--- src/rtl/dmacsr_pkg.sv ---
package dmacsr_pkg;
  typedef logic [2:0] pstate_t;
  localparam pstate_t PS_STOP  = 3'd0;
  localparam pstate_t PS_FETCH = 3'd1;
  localparam pstate_t PS_WAIT  = 3'd3;
  localparam pstate_t PS_SUSP  = 3'd4;
  localparam pstate_t PS_CLOSE = 3'd5;
  localparam pstate_t PS_XFER  = 3'd7;

  localparam int WA_CFG  = 0;
  localparam int WA_CTL  = 1;
  localparam int WA_POLL = 2;
  localparam int WA_STS  = 3;
  localparam int WA_IEN  = 4;

  localparam int CFG_RXEN_BIT = 2;
  localparam int CTL_RXGO_BIT = 0;
  localparam int CTL_TXGO_BIT = 1;
endpackage

--- src/rtl/pstate_reg.sv ---
module pstate_reg
  import dmacsr_pkg::*;
(
  input  logic    clk,
  input  logic    rst,
  input  logic    host_we,
  input  pstate_t host_val,
  input  logic    eng_we,
  input  pstate_t eng_val,
  output pstate_t q
);
  always_ff @(posedge clk) begin
    if (rst)          q <= PS_STOP;
    else if (eng_we)  q <= eng_val;
    else if (host_we) q <= host_val;
  end

  // engine load takes priority
  assert_eng_wins_R9: assert property (@(posedge clk) disable iff (rst)
    eng_we |=> q == $past(eng_val));
  assert_host_load_R2: assert property (@(posedge clk) disable iff (rst)
    (host_we && !eng_we) |=> q == $past(host_val));
  assert_hold_R5: assert property (@(posedge clk) disable iff (rst)
    (!host_we && !eng_we) |=> $stable(q));
endmodule

--- src/rtl/evt_flags.sv ---
module evt_flags #(
  parameter int NEVT = 8
) (
  input  logic            clk,
  input  logic            rst,
  input  logic [NEVT-1:0] set,
  input  logic            clr_we,
  input  logic [NEVT-1:0] clr_mask,
  output logic [NEVT-1:0] q
);
  for (genvar i = 0; i < NEVT; i++) begin : g_bit
    always_ff @(posedge clk) begin
      if (rst)                      q[i] <= 1'b0;
      else if (set[i])              q[i] <= 1'b1;
      else if (clr_we && clr_mask[i]) q[i] <= 1'b0;
    end
  end

  // a requested set is visible next cycle, even against a clear
  assert_set_wins_R8: assert property (@(posedge clk) disable iff (rst)
    |set |=> ((q & $past(set)) == $past(set)));
  assert_no_spurious_R8: assert property (@(posedge clk) disable iff (rst)
    1'b1 |=> ((q & ~$past(q) & ~$past(set)) == '0));
  assert_clear_R5: assert property (@(posedge clk) disable iff (rst)
    (clr_we && (clr_mask & ~set) != '0) |=> ((q & $past(clr_mask & ~set)) == '0));
endmodule

--- src/rtl/dmacsr_top.sv ---
module dmacsr_top
  import dmacsr_pkg::*;
#(
  parameter int AW      = 4,
  parameter int DW      = 32,
  parameter int NEVT    = 8,
  parameter int BU_IDX  = 7,
  parameter int RXS_LSB = 17,
  parameter int TXS_LSB = 20
) (
  input  logic            clk,
  input  logic            rst,
  input  logic            wr_en,
  input  logic [AW-1:0]   wr_addr,
  input  logic [DW-1:0]   wr_data,
  input  logic [AW-1:0]   rd_addr,
  output logic [DW-1:0]   rd_data,
  input  logic [NEVT-1:0] eng_evt_set,
  input  logic            eng_rx_st_we,
  input  logic [2:0]      eng_rx_st,
  input  logic            eng_tx_st_we,
  input  logic [2:0]      eng_tx_st,
  output logic            rx_allow,
  output logic            rx_go,
  output logic            tx_go,
  output logic            rx_retry,
  output logic            tx_kick,
  output logic            irq
);
  localparam logic [AW-1:0] A_CFG  = AW'(WA_CFG);
  localparam logic [AW-1:0] A_CTL  = AW'(WA_CTL);
  localparam logic [AW-1:0] A_POLL = AW'(WA_POLL);
  localparam logic [AW-1:0] A_STS  = AW'(WA_STS);
  localparam logic [AW-1:0] A_IEN  = AW'(WA_IEN);

  logic [DW-1:0]   cfg_q, ctl_q;
  logic [NEVT-1:0] ien_q, evt_q;
  pstate_t         rxs_q, txs_q;

  logic cfg_wr, ctl_wr, poll_wr, sts_wr, ien_wr;
  assign cfg_wr  = wr_en && (wr_addr == A_CFG);
  assign ctl_wr  = wr_en && (wr_addr == A_CTL);
  assign poll_wr = wr_en && (wr_addr == A_POLL);
  assign sts_wr  = wr_en && (wr_addr == A_STS);
  assign ien_wr  = wr_en && (wr_addr == A_IEN);

  always_ff @(posedge clk) begin
    if (rst) begin
      cfg_q <= '0;
      ctl_q <= '0;
      ien_q <= '0;
    end else begin
      if (cfg_wr) cfg_q <= wr_data;
      if (ctl_wr) ctl_q <= wr_data;
      if (ien_wr) ien_q <= wr_data[NEVT-1:0];
    end
  end

  // receive state requests from the host
  logic    rx_host_we;
  pstate_t rx_host_val;
  always_comb begin
    rx_host_we  = ctl_wr || poll_wr || (sts_wr && wr_data[BU_IDX]);
    rx_host_val = PS_WAIT;
    if (ctl_wr && !wr_data[CTL_RXGO_BIT]) rx_host_val = PS_STOP;
  end

  logic tx_host_we;
  assign tx_host_we = ctl_wr && !wr_data[CTL_TXGO_BIT];

  pstate_reg u_rxs (
    .clk(clk), .rst(rst),
    .host_we(rx_host_we), .host_val(rx_host_val),
    .eng_we(eng_rx_st_we), .eng_val(eng_rx_st),
    .q(rxs_q)
  );

  pstate_reg u_txs (
    .clk(clk), .rst(rst),
    .host_we(tx_host_we), .host_val(PS_STOP),
    .eng_we(eng_tx_st_we), .eng_val(eng_tx_st),
    .q(txs_q)
  );

  evt_flags #(.NEVT(NEVT)) u_evt (
    .clk(clk), .rst(rst),
    .set(eng_evt_set),
    .clr_we(sts_wr), .clr_mask(wr_data[NEVT-1:0]),
    .q(evt_q)
  );

  // strobes to the engines
  always_ff @(posedge clk) begin
    if (rst) begin
      rx_retry <= 1'b0;
      tx_kick  <= 1'b0;
    end else begin
      rx_retry <= (ctl_wr && wr_data[CTL_RXGO_BIT]) || (sts_wr && wr_data[BU_IDX]);
      tx_kick  <= ctl_wr && wr_data[CTL_TXGO_BIT];
    end
  end

  assign rx_go    = ctl_q[CTL_RXGO_BIT];
  assign tx_go    = ctl_q[CTL_TXGO_BIT];
  assign rx_allow = cfg_q[CFG_RXEN_BIT] && ctl_q[CTL_RXGO_BIT];
  assign irq      = |(evt_q & ien_q);

  // status word assembly and registered read port
  logic [DW-1:0] sts_word;
  always_comb begin
    sts_word = '0;
    sts_word[NEVT-1:0] = evt_q;
    sts_word[RXS_LSB +: 3] = rxs_q;
    sts_word[TXS_LSB +: 3] = txs_q;
  end

  always_ff @(posedge clk) begin
    if (rst) rd_data <= '0;
    else begin
      case (rd_addr)
        A_CFG:   rd_data <= cfg_q;
        A_CTL:   rd_data <= ctl_q;
        A_STS:   rd_data <= sts_word;
        A_IEN:   rd_data <= DW'(ien_q);
        default: rd_data <= '0;
      endcase
    end
  end

  assert_kick_cause_R3: assert property (@(posedge clk) disable iff (rst)
    tx_kick |-> $past(ctl_wr && wr_data[CTL_TXGO_BIT]));
  assert_retry_cause_R6: assert property (@(posedge clk) disable iff (rst)
    rx_retry |-> $past(wr_en && (wr_addr == A_CTL || wr_addr == A_STS)));
  assert_rx_start_R2: assert property (@(posedge clk) disable iff (rst)
    (ctl_wr && wr_data[CTL_RXGO_BIT] && !eng_rx_st_we) |=> (rxs_q == PS_WAIT) && rx_retry);
  assert_poll_R4: assert property (@(posedge clk) disable iff (rst)
    (poll_wr && !eng_rx_st_we) |=> (rxs_q == PS_WAIT) && !rx_retry);
  assert_unmapped_R12: assert property (@(posedge clk) disable iff (rst)
    (wr_en && wr_addr > A_IEN && eng_evt_set == '0 && !eng_rx_st_we && !eng_tx_st_we)
      |=> $stable(cfg_q) && $stable(ctl_q) && $stable(ien_q) && $stable(sts_word));
endmodule

--- config.mk ---
export PLATFORM = sky130hd
export DESIGN_NAME = dmacsr_top
export DESIGN_NICKNAME = d
export VERILOG_FILES = /design/src/rtl/dmacsr_pkg.sv /design/src/rtl/pstate_reg.sv /design/src/rtl/evt_flags.sv /design/src/rtl/dmacsr_top.sv
export SDC_FILE = /design/constraint.sdc
export NUM_CORES = 1
export LEC_CHECK = 0
export BUFFER_PORTS_ARGS = -buffer_cell sky130_fd_sc_hd__buf_2
export CAP_MARGIN = 20
export CELL_PAD_IN_SITES_DETAIL_PLACEMENT = 0
export CELL_PAD_IN_SITES_GLOBAL_PLACEMENT = 1
export CORE_ASPECT_RATIO = 0.9
export CORE_MARGIN = 8
export CORE_UTILIZATION = 25
export CTS_BUF_LIST = sky130_fd_sc_hd__clkbuf_2
export DETAILED_ROUTE_END_ITERATION = 6
export HOLD_SLACK_MARGIN = 0.15
export PLACE_DENSITY = 0.63
export REMOVE_ABC_BUFFERS = 1
export SLEW_MARGIN = 0
export SYNTH_ARGS = -nofsm -noshare
export SYNTH_HDL_FRONTEND = slang
export SYNTH_SLANG_ARGS = --single-unit
--- constraint.sdc ---
create_clock -name clk -period 1.4 [get_ports clk]
set_input_delay 0.14 -clock clk [delete_from_list [all_inputs] [get_ports clk]]
set_output_delay 0.14 -clock clk [all_outputs]
set_load 0.02 [all_outputs]
==> metrics.csv <==
stage;metric;value;unit
finish;FF+latch area;2439;µm²
synth;top area cells in the synthesized netlist;dfxtp_1 50%, a21oi_1 9.3%, o21ai_0 8.3%, nand3_1 7.5%, a22oi_2 3.1%;
floorplanning;CORE AREA;19040;µm²
floorplanning;Rows;48;
synth;XOR/XNOR share of the synthesized area;0;
sta;fin crit share;1.295;
pwr;P_leak;2.565;nW
floorplanning;I/O pin cnt;97;
placed_design;Inst Count DP;864;
finish;share of layout cells above drive strength 1;0.3247;
finish;area of the multi-input gates;2180;µm²
finish;Fill cells;1929;
global_routing;total congestion overflow;0;
finish;Final Non-Filler Cells;986;
floorplanning;Initial Utilization;0.2529;
critical_path;critical path's most frequent cell;dlygate4sd3_1;
sta;Worst-Margin Slew;0.6379;ns
global_routing;vias in the first global route;5185;
pwr;Max VDD drop;433.5;µV
floorplanning;die height;147.7;µm
critical_path;crit-path cells;buf_2 > dlygate4sd3_1 > buf_4 > nor2_4 > buf_6 > nand3_1 > dlygate4sd3_1 > a21oi_1;
cts;CTS tree;done;
cts;Clock Sinks;120;
drt;DR vias;4936;
critical_path;critical path data arrival time;2.43;ns
drt;1st-iter DRT viols;452;
synth;post-synthesis register bit count;120;
critical_path;required time of the critical path;2.02;ns
sta;Final Max Tran Viols;0;
run_status;status;finished, violations left;
synth;post-synthesis mux area share;0.002079;
global_routing;first-pass GRT wire length;28020;µm
sta;Slew HR;0.5748;
floorplanning;Die Wd;162.3;µm
finish;n_diodes;0;
drt;WL final;17530;µm
synth;Synth Area in Simple Gates;0.1684;
global_routing;GRT Overall Usage;0.1464;
job;Max-Cap Viols;0;
synth;Synth async-reset ratio;0;
hold_path;Hold EP;rd_data[2];
placed_design;detailed placer's ending HPWL;11390;µm
critical_path;slowest cell on the critical path;dlygate4sd3_1;
global_routing;antenna violations before repair;0;
run_status;failing checks;negative setup slack;
sta;Setup WS post-layout;-0.4132;ns
pwr;cell area power density;930.7;nW/µm²
cts;Clock transition at path regs;0.18;ns
critical_path;Critical Path Sink Type;register;
synth;register area share after synthesis;0.4990;
sta;skew final;0.01547;ns
sta;setup violators final;10;
synth;Main synth FF type;dfxtp_1;
placed_design;Place WS;0.01019;ns
global_routing;largest net degree at the start of global routing;34;
synth;warnings from Yosys;0;
critical_path;R2R cell count;3;
synth;cells after synthesis;536;
synth;Compound-Gate Fraction of Synth Area;0.2674;
critical_path;kind of critical path;in -> reg;
synth;Synth Area in Adders;0;
synth;Yosys top cell area share;0.4990;
synth;largest family of logic cells by synthesized area;compound AO/OA/AOI/OAI gates;
sta;final hold violations;0;
drt;ANT nets after route;0;
synth;largest area contributor in the netlist;dfxtp_1;
sta;RSZ-0062 raised after global routing;true;
finish;area grow syn2layout;46.78;%
placed_design;IO Port Bufs;96;
cts;CTS buffer count;17;
hold_path;Worst Hold Launch;rd_addr[2];
cts;Clock Latency Late Sink;0.66;ns
hold_path;WHS Path Cells;6;
cts;H-tree depth;4;
synth;Syn Std Cell Area;4815;µm²
cts;root buffer cell;clkbuf_2;
drt;DRC;0;
critical_path;Crit Reg-Reg Startpoint;u_evt.q[6];
floorplanning;Die ar.;23960;µm²
drt;First-pass DRT Iterations;5;
synth;Unique masters post-synth;37;
cts;worst-case clock buffer depth;2;
sta;post-layout minimum cycle time;1.813;ns
critical_path;nature of the critical path startpoint;input pin;
drt;post-DR wirelength/cell;17.78;µm
critical_path;max incr delay on CP;0.67;ns
finish;Final nets;783;
hold_path;HP Class;in -> reg;
critical_path;crit path max fanout;16;
sta;Min Hold Slack;0.1236;ns
placed_design;gpl congestion;0.7934;
synth;EDFF count, synth;0;
critical_path;reg2reg end;u_evt.q[6];
drt;vias per cell;5.006;
critical_path;worst reg-to-reg setup slack;0.13;ns
sta;FMAX;551.5;MHz
synth;Synth Area per Inst;8.982;µm²
## cell type report
class / count / area share
multi-input combinational: 355 / 0.3084
sequential: 120 / 0.3451
timing repair buffer: 219 / 0.2636
clock inverter: 11 / 0.01859
tap: 250 / 0.04426
clock buffer: 20 / 0.01416
inverter: 11 / 0.005843
## cell usage after synthesis, types with 2 or more instances
master	number
buf_4	3
a22oi_1	10
a22oi_2	12
nor2_2	11
o21ai_0	80
buf_2	14
a222oi_1	14
inv_1	11
a21oi_1	89
or3b_2	3
nor3_1	2
dfxtp_1	120
nor4b_4	3
clkbuf_1	26
buf_6	6
nand2_1	22
nor2_1	15
o22ai_1	4
nand3_1	72
o221a_2	2
## where the power goes
group	total (mW)	internal (mW)	switching [mW]	leakage, nW
Combinational	0.785	0.367	0.418	1.44
Clock	2.28	0.980	1.30	0.142
Sequential	3.51	3.47	0.0406	0.984
Total	6.58	4.82	1.76	2.56
## registers in the layout, indices dropped and copies added, names as in the netlist
register,flops
u_evt.q,8
tx_kick,1
ien_q,8
rd_data,32
ctl_q,32
u_rxs.q,3
rx_retry,1
u_txs.q,3
cfg_q,32
## cell usage in the layout, fill, tap and decap left out, types with 2 or more instances in the layout
master         netlist  layout
buf_6                6      25
nor2_1              15      15
or3b_2               3       3
o22ai_1              4       4
clkinv_2             0       3
a22oi_1             10       6
nor2_2              11      10
inv_1               11      11
o221a_2              2       2
o21ai_0             80      80
clkinv_1             0       3
bufinv_16            0       3
nor3_1               2       2
nand3_1             72      72
buf_2               14      64
a222oi_1            14      14
clkinvlp_4           0       2
a22oi_2             12      16
nor4b_4              3       3
dlygate4sd3_1        0      80
a21oi_1             89      88
buf_4                3      43
nand2_1             22      21
dfxtp_1            120      93
buf_12               0       5
dfxtp_2              0      26
clkbuf_2             1      20
## metrics by stage
stage	power [mW]	cell area, µm²	utilization	setup TNS [ns]
detailed placement	4.163	5694	0.2991	0
CTS	6.652	6904	0.3626	-2.002
finish	6.577	7067	0.3712	-2.514
global placement	4.150	5694	0.2991	0
floorplan	3.764	4552	-	-68.07
global route	6.888	7067	0.3712	-2.856
## worst max-delay path by stage
stage	from	end	slack (ns)	cells past startpoint
floorplan	wr_addr[3]	u_rxs.q[0]	-1.72	3
global placement	wr_addr[3]	cfg_q[30]	0.02	5
detailed placement	wr_addr[3]	cfg_q[18]	0.01	5
CTS	u_evt.q[7]	irq	-0.41	3
global route	ien_q[2]	irq	-0.42	3
finish	wr_addr[1]	cfg_q[29]	-0.41	8
## kinds of logic after synthesis
family                 Yosys count
flip-flops                     120
multiplexers                     1
AO/OA/AOI/OAI                  213
buffers and inverters           61
AND/OR/NAND/NOR                141
## routing by layer
metal,up-vias,share of wire,GRT usage
met2,188,0.48,0.2338
met4,0,0.0099,0.04764
met1,2394,0.44,0.1899
met3,16,0.071,0.03614
li1,2338,-,-
met5,-,0,0
## critical path: cells and delay by family
kind                   cells  cell delay, ns
buffers and inverters      5            1.84
AND/OR/NAND/NOR            2            0.34
AO/OA/AOI/OAI              1            0.12
## timing repair
item | in CTS | in global routing
endpoints found under the hold margin | 120 | 114
gates resized for setup | 65 | 30
pin swaps | 3 | 2
endpoints found under the setup margin | 29 | 24
setup buffers | 7 | 3
hold buffers | 76 | 12
Note: power is estimated with default switching activity, not from simulation.
